## src/rtl/trap_value_sel.sv

```systemverilog
module trap_value_sel #(
  parameter int XLEN    = 64,
  parameter int CAUSE_W = 5
) (
  input  logic               clk,
  input  logic               rst_n,
  input  logic               exc_valid_i,
  input  logic [CAUSE_W-1:0] cause_i,
  input  logic [XLEN-1:0]    pc_i,
  input  logic [XLEN-1:0]    data_addr_i,
  input  logic [XLEN-1:0]    fetch_addr_i,
  input  logic [31:0]        instr_i,
  input  logic [1:0]         priv_i,
  input  logic               deleg_i,
  output logic [XLEN-1:0]    tval_o,
  output logic [CAUSE_W-1:0] cause_o,
  output logic               m_we_o,
  output logic               s_we_o
);
  localparam logic [1:0] PRIV_M = 2'd3;

  logic [XLEN-1:0] tval_sel;
  logic            to_super;

  assign to_super = deleg_i && (priv_i != PRIV_M);

  always_comb begin
    tval_sel = '0;
    case (int'(cause_i))
      0, 1, 12:              tval_sel = fetch_addr_i;
      2:                     tval_sel = {{(XLEN-32){1'b0}}, instr_i};
      3:                     tval_sel = pc_i;
      4, 5, 6, 7, 13, 15:    tval_sel = data_addr_i;
      default:               tval_sel = '0;
    endcase
  end

  always_ff @(posedge clk) begin
    if (!rst_n) begin
      tval_o  <= '0;
      cause_o <= '0;
      m_we_o  <= 1'b0;
      s_we_o  <= 1'b0;
    end else begin
      m_we_o <= exc_valid_i && !to_super;
      s_we_o <= exc_valid_i && to_super;
      if (exc_valid_i) begin
        tval_o  <= tval_sel;
        cause_o <= cause_i;
      end
    end
  end
endmodule


```

## config.mk

```make
export PLATFORM = sky130hd
export DESIGN_NAME = trap_value_sel
export DESIGN_NICKNAME = d
export VERILOG_FILES = /design/src/rtl/trap_value_sel.sv
export SDC_FILE = /design/constraint.sdc
export NUM_CORES = 1
export LEC_CHECK = 0
export CORE_AREA = 4 4 115 117
export DETAILED_ROUTE_END_ITERATION = 12
export DIE_AREA = 0 0 119 121
export DONT_BUFFER_PORTS = 1
export GPL_TIMING_DRIVEN = 0
export MAX_ROUTING_LAYER = met4
export RECOVER_POWER = 25
export SETUP_SLACK_MARGIN = 0.5
export SYNTH_ARGS = -nofsm -noshare
export SYNTH_HDL_FRONTEND = slang
export SYNTH_SLANG_ARGS = --single-unit
```

## constraint.sdc

```tcl
create_clock -name clk -period 5 [get_ports clk]
set_clock_uncertainty 0.1 [all_clocks]
set_input_delay 1.5 -clock clk [delete_from_list [all_inputs] [get_ports clk]]
set_output_delay 1.5 -clock clk [all_outputs]
set_load 0.01 [all_outputs]
```

==> summary.md <==
| Metric | Value |
|---|---|
| Status | `completed` |
| CTS Hold Bufs | `0` |
| Startpoint types | `input port` |
| Largest net degree at the start of global routing | `13` |
| Worst Hold Endpoint | `tval_o[3]$_SDFFE_PN0P_` |
| Leading area contributor after synthesis | `dfxtp_1` |
| Worst r2r src | `tval_o[33]$_SDFFE_PN0P_` |
| Worst skew pair latency | `around 330 ps` |
| # rows | `41` |
| Tot GR Track Use | `0.2245` |
| Pre-CTS setup slack | `1385 ps` |
| TritonCTS Buffers | `9` |
| Post-Synth Adder-Cell Area | `0` |
| Total gr overflow | `0` |
| Placer Congestion | `about 0.85` |
| Setup TNS | `0 ps` |
| Main combinational cell family by area after synthesis | `compound AO/OA/AOI/OAI gates` |
| Worst setup EP type | `flop` |
| Die Span X | `~120 um` |
| Final Hold Fails | `0` |
| Clock network power share | `0.501` |
| Vias per cell | `around 6.3` |
| Post-synthesis mux area share | `0.08426` |
| R2R Path End | `tval_o[33]$_SDFFE_PN0P_` |
| Register area | `1421 um2` |
| Synth Area in Simple Gates | `0.1543` |
| Hpwl dp | `approximately 13000 um` |
| Gate power share | `0.114` |
| RSZ-0062 raised after global routing | `no` |
| Clock sink count | `between 70 and 80` |
| FMAX | `between 0.3 and 0.4 GHz` |
| Buffers on Ports | `0` |
| Final instance area | `4967 um2` |
| Initial antenna violation count | `0` |
| Worst-Margin Slew | `approximately 870 ps` |
| Final period util | `0.6486` |
| Power per cell area | `307.8 nW/um2` |
| Average wire per standard cell | `~25 um` |
| CTS clk-pin slew, worst paths | `60 ps` |
| Post-synthesis sequential area ratio | `0.3234` |
| Setup Crit Path Kind | `in -> reg` |
| Slew Viols, Final | `0` |
| Std-Cell Core Area | `12360 um2` |
| TritonCTS clock tree | `built` |
| #FFs+latches synth | `around 70` |
| Placed Area | `roughly 4600 um2` |
| Slew HR | `0.4226` |
| I/O pins | `306` |
| Complex-gate fraction of the synthesized area | `0.3669` |
| Cell count of the worst hold path | `2` |
| Netlist cell types | `24` |
| Fillcell total | `between 1000 and 1500` |
| Post-CTS setup buffer count | `0` |
| Final Setup Violations | `0` |
| WHS | `roughly 450 ps` |
| Resized cells post-CTS | `0` |
| Starting Density | `0.3555` |
| Switching power | `378.5 uW` |
| Vias in the first global route | `around 4200` |
| Global-route wire length before repair | `between 20000 and 25000 um` |
| R2R setup slack | `3840 ps` |
| Max-cap violations | `0` |
| Worst path required time | `5140 ps` |
| Hold Path Class | `reg -> reg` |
| Int Pwr | `1151 uW` |
| Average cell area after synthesis | `around 9.4 um2` |
| Max H-tree Level | `3` |
| Mapped cell area | `between 4000 and 5000 um2` |
| Top cell type's share of synthesized area | `0.3234` |
| CP max FO | `10` |
| Xor/xnor cell area share of the yosys netlist | `0` |
| Fraction of layout cells with a size suffix above 1 | `0.2169` |
| Hold wc startpoint | `tval_o[3]$_SDFFE_PN0P_` |
| Die area | `around 14000 um2` |
| Post-Route WL | `around 17000 um` |
| Register share of total power | `0.385` |
| DRC Markers | `0` |
| Leakage power | `between 0.001 and 0.0015 uW` |
| Switching share of power | `0.2475` |
| ANT cells | `0` |
| CTS root buf | `clkbuf_16` |
| Critical path data arrival time | `approximately 3400 ps` |
| Routed Antenna Nets | `0` |
| Layout area overhead | `13.01%` |
| Top cells by area, synth | `dfxtp_1 (32%), a221oi_2 (21%), nand2_1 (11%)` |
| Mapped Cells | `468` |
| Final worst setup slack | `1757 ps` |
| Nets | `just over 700` |
| Bufs on Longest Clock Path | `2` |
| DRT Pass-1 Iters | `8` |
| Reg2Reg Depth | `2` |
| Die Y | `121 um` |
| Syn. warnings | `0` |
| Multi-input gate area | `~2700 um2` |
| Initial DRC count | `approximately 370` |
| Min Tclk post-route | `roughly 3200 ps` |
| Peak supply drop | `about 150 uV` |
| Post-synth net total | `approximately 700` |
| Vias | `just over 4000` |
-- state kept, by name, summed over array words and instances, names as in the netlist --
register,cells
m_we_o,1
cause_o,5
s_we_o,1
tval_o,64
-- worst max-delay path, cell delays in order --
cell	delay (ps)
buf_4	170
inv_2	110
a211oi_4	580
clkbuf_1	530
a222oi_1	230
a221oi_2	260
-- power groups by stage --
stage	clock [uW]	sequential [uW]	combinational, uW
2_1_floorplan	0	598	134
3_3_place_gp	0	601	172
3_5_place_dp	0	601	177
4_1_cts	788	589	178
5_1_grt	807	590	192
6_report	766	589	175
-- cell usage in the layout (no fill, tap or decap), types with 2 or more instances in the layout --
cell type  count
buf_4          2
clkbuf_1      27
inv_1          2
a211oi_4       2
clkbuf_16      9
a221oi_2      62
dfxtp_1       71
a222oi_1      32
nor2_1        38
clkbuf_8       2
buf_6         12
nand2_1      128
buf_2          7
inv_2          2
bufinv_16      3
a221oi_1      34
mux2i_1       37
buf_1          3
-- logic make-up (layout without fill, tap and decap cells) --
group,Yosys count,after routing
muxes,37,37
AOI/OAI and AO/OA,133,133
buffers and inverters,55,71
DFF,71,71
and+or+nand+nor,172,172
-- how the worst max path moves through the flow --
stage | start | end | slack (ps) | cells past startpoint
2_1_floorplan | cause_i[0] | tval_o[0]$_SDFFE_PN0P_ | 2030 | 6
3_3_place_gp | cause_i[0] | tval_o[33]$_SDFFE_PN0P_ | 1410 | 6
3_5_place_dp | cause_i[0] | tval_o[33]$_SDFFE_PN0P_ | 1380 | 6
4_1_cts | cause_i[0] | tval_o[33]$_SDFFE_PN0P_ | 1720 | 6
5_1_grt | cause_i[0] | tval_o[33]$_SDFFE_PN0P_ | 1550 | 6
6_report | cause_i[0] | tval_o[33]$_SDFFE_PN0P_ | 1760 | 6
-- final cells by class --
| type | instances | area share |
|---|---|---|
| tap | 172 | 0.04332 |
| multi-input combinational | 342 | 0.5358 |
| buffer | 51 | 0.05995 |
| inverter | 4 | 0.003023 |
| clock buffer | 11 | 0.05088 |
| sequential | 71 | 0.2861 |
| clock inverter | 5 | 0.02091 |
-- layer usage --
metal  global-route usage  wire length [um]
met1               0.2467              6249
met2               0.3935              8597
met3              0.06294              1561
met4              0.07314               221
met5                    -                 0
-- per-stage QoR --
step	cells	utilization	total power, uW
2_1_floorplan	468	-	732.1
6_report	656	0.4018	1529
5_1_grt	656	0.4018	1589
3_5_place_dp	640	0.3729	778.7
4_1_cts	656	0.4018	1554
3_3_place_gp	640	0.3729	772.9
-- synthesized netlist by cell type, drive strengths merged --
library cell,n
or2,1
nor2,39
nand2,128
a21o,1
inv,4
buf,24
and3,1
a211oi,2
nor3,1
a222oi,32
or4b,1
a211o,1
a21boi,1
clkbuf,27
a221oi,96
dfxtp,71
mux2i,37
nand3b,1
Note: power is estimated with default switching activity, not from simulation.
